--- src/rtl/ac97lnk_pkg.sv ---
package ac97lnk_pkg;

    localparam int TAG_BITS   = 16;
    localparam int SLOT_BITS  = 20;
    localparam int DATA_SLOTS = 12;

    // Status bundle published by the frame timer for the data paths
    typedef struct packed {
        logic run;   // link has left reset and is counting bits
        logic load;  // next rising edge begins bit period 0
        logic sync;  // registered frame sync level
    } tmr_stat_t;

    function automatic int frame_bits(input int tag_w, input int slot_w, input int n_slots);
        return tag_w + slot_w * n_slots;
    endfunction

endpackage

--- src/rtl/lnk_frame_timer.sv ---
module lnk_frame_timer
    import ac97lnk_pkg::*;
#(
    parameter int TAG_W     = TAG_BITS,
    parameter int FRAME_LEN = 256
) (
    input  logic      clk,
    input  logic      rst,
    output tmr_stat_t stat
);
    localparam int CNT_W = $clog2(FRAME_LEN);

    logic [CNT_W-1:0] pos_q;
    logic             run_q;
    logic             sync_q;

    always_ff @(posedge clk) begin
        if (rst) begin
            pos_q  <= '0;
            run_q  <= 1'b0;
            sync_q <= 1'b0;
        end else begin
            run_q  <= 1'b1;
            sync_q <= (pos_q < CNT_W'(TAG_W));
            if (pos_q == CNT_W'(FRAME_LEN - 1))
                pos_q <= '0;
            else
                pos_q <= pos_q + 1'b1;
        end
    end

    assign stat.run  = run_q;
    assign stat.load = (pos_q == '0);
    assign stat.sync = sync_q;

    // Checker: count consecutive high sync periods independently of pos_q
    logic [CNT_W:0] hi_cnt;
    always_ff @(posedge clk) begin
        if (rst)
            hi_cnt <= '0;
        else if (sync_q)
            hi_cnt <= hi_cnt + 1'b1;
        else
            hi_cnt <= '0;
    end

    p_sync_len_r3: assert property (@(posedge clk) disable iff (rst)
        $fell(sync_q) |-> (hi_cnt == (CNT_W+1)'(TAG_W)));

endmodule

--- src/rtl/lnk_tx_serializer.sv ---
module lnk_tx_serializer #(
    parameter int FRAME_LEN = 256
) (
    input  logic                 clk,
    input  logic                 rst,
    input  logic                 load,
    input  logic [FRAME_LEN-1:0] frame_word,
    output logic                 sdo
);
    logic [FRAME_LEN-1:0] shreg;

    always_ff @(posedge clk) begin
        if (rst) begin
            shreg <= '0;
            sdo   <= 1'b0;
        end else if (load) begin
            sdo   <= frame_word[FRAME_LEN-1];
            shreg <= {frame_word[FRAME_LEN-2:0], 1'b0};
        end else begin
            sdo   <= shreg[FRAME_LEN-1];
            shreg <= {shreg[FRAME_LEN-2:0], 1'b0};
        end
    end

endmodule

--- src/rtl/lnk_rx_deserializer.sv ---
module lnk_rx_deserializer #(
    parameter int FRAME_LEN = 256
) (
    input  logic                 clk,
    input  logic                 rst,
    input  logic                 run,
    input  logic                 latch,
    input  logic                 sdi,
    output logic [FRAME_LEN-1:0] rx_word,
    output logic                 done
);
    logic [FRAME_LEN-1:0] shreg;

    // Capture on the falling edge, mid bit period
    always_ff @(negedge clk) begin
        if (run)
            shreg <= {shreg[FRAME_LEN-2:0], sdi};
    end

    always_ff @(posedge clk) begin
        if (rst) begin
            rx_word <= '0;
            done    <= 1'b0;
        end else begin
            done <= latch;
            if (latch)
                rx_word <= shreg;
        end
    end

    p_done_pulse_r7: assert property (@(posedge clk) disable iff (rst)
        done |=> !done);

endmodule

--- src/rtl/ac97_link_ctrl.sv ---
module ac97_link_ctrl
    import ac97lnk_pkg::*;
#(
    parameter int TAG_W   = TAG_BITS,
    parameter int SLOT_W  = SLOT_BITS,
    parameter int N_SLOTS = DATA_SLOTS
) (
    input  logic                      bit_clk,
    input  logic                      rst,
    input  logic                      sdi,
    input  logic [TAG_W-1:0]          tx_tag,
    input  logic [N_SLOTS*SLOT_W-1:0] tx_slots,
    output logic                      codec_rst_n,
    output logic                      sync,
    output logic                      sdo,
    output logic [TAG_W-1:0]          rx_tag,
    output logic [N_SLOTS*SLOT_W-1:0] rx_slots,
    output logic                      frame_done
);
    localparam int FRAME_LEN = frame_bits(TAG_W, SLOT_W, N_SLOTS);
    localparam int PAY_W     = N_SLOTS * SLOT_W;

    tmr_stat_t            stat;
    logic [FRAME_LEN-1:0] rx_word;
    logic                 codec_rst_q;

    always_ff @(posedge bit_clk) begin
        if (rst) codec_rst_q <= 1'b0;
        else     codec_rst_q <= 1'b1;
    end
    assign codec_rst_n = codec_rst_q;

    lnk_frame_timer #(.TAG_W(TAG_W), .FRAME_LEN(FRAME_LEN)) timer_i (
        .clk (bit_clk),
        .rst (rst),
        .stat(stat)
    );

    lnk_tx_serializer #(.FRAME_LEN(FRAME_LEN)) tx_i (
        .clk       (bit_clk),
        .rst       (rst),
        .load      (stat.load),
        .frame_word({tx_tag, tx_slots}),
        .sdo       (sdo)
    );

    lnk_rx_deserializer #(.FRAME_LEN(FRAME_LEN)) rx_i (
        .clk    (bit_clk),
        .rst    (rst),
        .run    (stat.run),
        .latch  (stat.run && stat.load),
        .sdi    (sdi),
        .rx_word(rx_word),
        .done   (frame_done)
    );

    assign sync     = stat.sync;
    assign rx_tag   = rx_word[FRAME_LEN-1 -: TAG_W];
    assign rx_slots = rx_word[PAY_W-1:0];

    p_reset_quiet_r2: assert property (@(posedge bit_clk) disable iff (rst)
        $fell(rst) |-> (!sync && !sdo && !frame_done && !codec_rst_n));

    p_codec_up_r1: assert property (@(posedge bit_clk) disable iff (rst)
        $fell(rst) |=> codec_rst_n);

    p_done_in_tag_r7: assert property (@(posedge bit_clk) disable iff (rst)
        frame_done |-> sync);

    p_rx_hold_r8: assert property (@(posedge bit_clk) disable iff (rst)
        (!$stable(rx_tag) && !$past(rst)) |-> frame_done);

endmodule

--- config.mk ---
export PLATFORM = sky130hd
export DESIGN_NAME = ac97_link_ctrl
export DESIGN_NICKNAME = d
export VERILOG_FILES = /design/src/rtl/ac97lnk_pkg.sv /design/src/rtl/lnk_frame_timer.sv /design/src/rtl/lnk_tx_serializer.sv /design/src/rtl/lnk_rx_deserializer.sv /design/src/rtl/ac97_link_ctrl.sv
export SDC_FILE = /design/constraint.sdc
export NUM_CORES = 1
export LEC_CHECK = 0
export BUFFER_PORTS_ARGS = -buffer_cell sky130_fd_sc_hd__buf_4
export CAP_MARGIN = 20
export CORE_AREA = 2 2 319 321
export CTS_BUF_LIST = sky130_fd_sc_hd__clkbuf_4 sky130_fd_sc_hd__clkbuf_8 sky130_fd_sc_hd__clkbuf_16
export DETAILED_ROUTE_END_ITERATION = 10
export DIE_AREA = 0 0 321 323
export GPL_TIMING_DRIVEN = 0
export HOLD_SLACK_MARGIN = 0.02
export MAX_ROUTING_LAYER = met4
export SLEW_MARGIN = 10
export SYNTH_ARGS = -nofsm -noshare
export SYNTH_HDL_FRONTEND = slang
export SYNTH_SLANG_ARGS = --single-unit
--- constraint.sdc ---
create_clock -name bit_clk -period 8.8 [get_ports bit_clk]
set_clock_uncertainty 0.1 [all_clocks]
set_input_delay 0.88 -clock bit_clk [delete_from_list [all_inputs] [get_ports bit_clk]]
set_output_delay 0.88 -clock bit_clk [all_outputs]
set_load 0.05 [all_outputs]
### Yosys cells after proc, flatten, opt, wreduce, memory -nomap -nowiden

Index checks and enable logic that the tools add are counted.

| operators by class | value |
|---|---|
| reduce and logical (&&, ||, !) cells | 3 |
| div/mod/pow operators | 0 |
| equal/unequal tests | 1 |
| add/sub/neg operators | 1 |
| bitwise operators | 0 |
| shift-type cells | 0 |
| multipliers | 0 |
| muxes and demuxes | 3 |
| order comparisons | 1 |

Operators by type and width:

| kind | count |
|---|---|
| $mux W256 | 1 |
| $add A8 B1 Y8 const B | 1 |
| $eq A8 B8 Y1 const B | 1 |
| $logic_not A8 Y1 | 1 |
| $lt A8 B5 Y1 const B | 1 |
| $mux W1 | 2 |
| $reduce_or A2 Y1 | 1 |
| $logic_and A1 B1 Y1 | 1 |

| storage, ports and cells | value |
|---|---|
| output and inout bits | 260 |
| RAM bits | 0 |
| memories | 0 |
| bits in latches | 0 |
| bits of input ports | 259 |
| logic and storage cells | 17 |
| flip-flop bits (word level) | 780 |
| bits in read-only memories | 0 |

### Longest topological paths before layout

| depth | value |
|---|---|
| depth in word-level cells | 2 |
| depth in mapped cells | 9 |
| depth with buffers taken out | 5 |

### Hierarchy

Synthesis repeated with hierarchy kept, for this count alone.

| second synthesis, totals | value |
|---|---|
| cell total of the unflattened synthesis | 1960 |
| area, all modules | 26701.9 sq um |

Modules (own cells, without submodules):

| module | seq. area each (sq um) | cells an instance | times used | area an instance (sq um) |
|---|---|---|---|---|
| lnk_rx_deserializer | 12832.3 | 1085 | 1 | 16915.0 |
| lnk_tx_serializer | 5124.9 | 824 | 1 | 9328.9 |
| lnk_frame_timer | 200.2 | 48 | 1 | 427.9 |
| ac97_link_ctrl | 20.0 | 3 | 1 | 30.0 |

==> results.ini <==
[worst_setup_path]
cpMostUsedCell = buf_16
end_kind = flip-flop
startpoint = timer_i.run_q
cp-endpoint = rx_i.shreg[100]
rr_startpoint = timer_i.run_q
ff2ff_path_depth = 2
r2r_end = rx_i.shreg[100]
cp_slowest_stage_delay_ns = 0.73
crit_buf_inv = 2
slowest_stage = dfxtp_4
timing.reg2reg.setup_slack_ns = 2.47
cp.depth = 2
startpoint_type = flip-flop
path_max_fanout = 62
crit_family = flip-flops
required_ns = 4.65
crit_type = flip-flop to flip-flop
cp_cell_sequence = buf_16 -> buf_16
arrival_ns = 2.17

[clocking]
clockRootBuffer = clkbuf_16
cts_buffers = 88
htree_num_levels = 3
cts_hold_buffers = 0
cts.reportedPaths.clkPinSlew_ns = 0.06
insertion_delay_ns = 0.66
cts_setup_buffers = 0
cts.sinks = 779
cts_tree = yes
ctsResizeCount = 0
cts_buffer_depth = 3

[timing]
setup_slack_ns = 2.475
slew_headroom_pct = 28.54
rsz0062_at_grt = no
tightest_slew_ns = 1.064
finalMaxSlewViolations = 0
finalSetupViolCount = 0
whs_ns = 0.3130
hold_viol = 0

[finish]
drive_gt1_share_pct = 21.30
final_cell_mix = 522 x dfxtp_1, 519 x inv_1, 517 x buf_4
post-route-util_pct = 38.55
final_common_cell = dfxtp_1
nets = 3797
area_growth_pct = 34.11

[route]
drcViolationCount = 0
drt_iter0_drc = 1832
vias_per_cell = 5.001
route.antenna.remaining_nets = 0
via_count = 24647
firstDrtPassIters = 5
wl_per_cell_um = 19.35
finalWirelength_mm = 95.38

[pwr]
cellPowerDensity_nw_per_um2 = 258.6
vdd_drop_max_mv = 0.1311
p_leak_nw = 15.28
finalPower_mw = 10.04

[synth]
synth_top_area_share_pct = 36.17
avgSynthCellArea_um2 = 10.85
syn_nets = 2930
syn-cell-area_um2 = 28950
ys_types = 31
ys_seq_area_share_pct = 62.72
synth_area_leaders = dfxtp_1 36%, edfxtp_1 27%, a311oi_1 7.7%
synth.yosys.warnings = 0
synthCells = 2669
yosys.area.top_type = dfxtp_1
synth-seq-cells = 779

[floorplanning]
die_h_um = 323
core_um2 = 100700
ios = 519
start_util_pct = 28.74
dieWidth_um = 321
rows = 117
die_area_um2 = 103700

[global_routing]
antenna_found_initial = 9
grt_max_degree = 63
grt_pass1_vias = 23681
grt_pass1_wl_mm = 141.1
track_usage_pct = 18.05
grt_overflow = 0

[placed_design]
place_congestion = 0.8788
dp_slack_ns = 2.423
dpl.hpwl_mm = 65.76
io_buffers = 517

[hold_path]
hp-class = flip-flop to flip-flop

[run]
cap_violations = 0

[outcome]
status = finished, final reports clean

-- worst min-delay path by stage --
| stage | from | end | slack, ns | cells after the start |
|---|---|---|---|---|
| global route | rx_i.shreg[227] | rx_i.shreg[228] | 0.34 | 0 |
| floorplan | rx_i.shreg[99] | rx_i.shreg[100] | 0.33 | 0 |
| global placement | rx_i.shreg[232] | rx_i.shreg[233] | 0.33 | 0 |
| detailed placement | rx_i.shreg[182] | rx_i.shreg[183] | 0.34 | 0 |
| CTS | tx_slots[217] | tx_i.shreg[218] | 0.31 | 3 |
| finish | rx_i.shreg[88] | rx_i.shreg[89] | 0.31 | 0 |
-- worst reg2reg max path, delay by kind of cell (launching register included) --
kind / cells / cell delay (ns)
flip-flops: 1 / 0.73
buffers and inverters: 2 / 0.76
-- Yosys cell counts, drive strengths merged --
master / number
dfxtp: 523
inv: 262
a21oi: 257
nand3: 257
o21ai: 257
a311oi: 256
a31o: 256
edfxtp: 256
clkbuf: 252
buf: 62
nor2: 5
nand2: 3
nor3b: 3
ha: 2
nand4: 2
or3: 2
xnor2: 2
a211oi: 1
a221o: 1
a31oi: 1
a41o: 1
and3: 1
and4: 1
clkinv: 1
nand2b: 1
nor4: 1
o21ba: 1
or3b: 1
or4: 1
-- logic make-up (layout without fill, tap and decap cells) --
family	count (synthesis)	in the layout	share of synthesized area (%)
adders and majority gates	2	2	0.08643
xor gates and xnor gates	2	2	0.06052
and+or+nand+nor	278	278	4.914
other	0	9	0
AOI/OAI and AO/OA	1031	1031	24.53
buffers and inverters	577	1518	7.689
DFF	779	779	62.72
-- per-stage QoR --
stage | instance area [um2] | std cells | setup TNS (ns)
after floorplan | 28950 | 2669 | 0
after detailed placement | 34600 | 4500 | 0
after global placement | 34470 | 4495 | -297.42
after global routing | 38820 | 4927 | 0
final | 38820 | 4928 | 0
after CTS | 38800 | 4919 | 0
-- routing by layer --
metal / up-vias / part of all wire, % / global-route usage, %
met4: 0 / 2.8 / 6.417
met3: 169 / 7.7 / 4.746
met1: 12002 / 43 / 23.06
met5: - / 0 / -
li1: 11696 / - / -
met2: 780 / 46 / 27.54
-- sequential cells by signal (all words and copies together), names as in the netlist --
name	count
timer_i.sync_q	1
timer_i.run_q	1
rx_i.shreg	256
tx_i.shreg	255
timer_i.pos_q	8
rx_i.rx_word	256
tx_i.sdo	1
rx_i.done	1
-- power by group --
group / switching [mW] / internal [mW]
clock: 1.94 / 2.57
combinational: 0.948 / 0.439
sequential: 0.131 / 4.02
-- final cells by class --
class	count	area, um2
clock inverters	305	1638
multi-input cells	1313	8566
flip-flops and latches	779	18160
repair buffers	522	4006
inverters	262	983.4
clock buffers	115	2570
diodes	9	22.52
well taps	1309	1638
plain buffers	314	1239
fillers	10034	61890
Power figures use the tool's default switching activity.
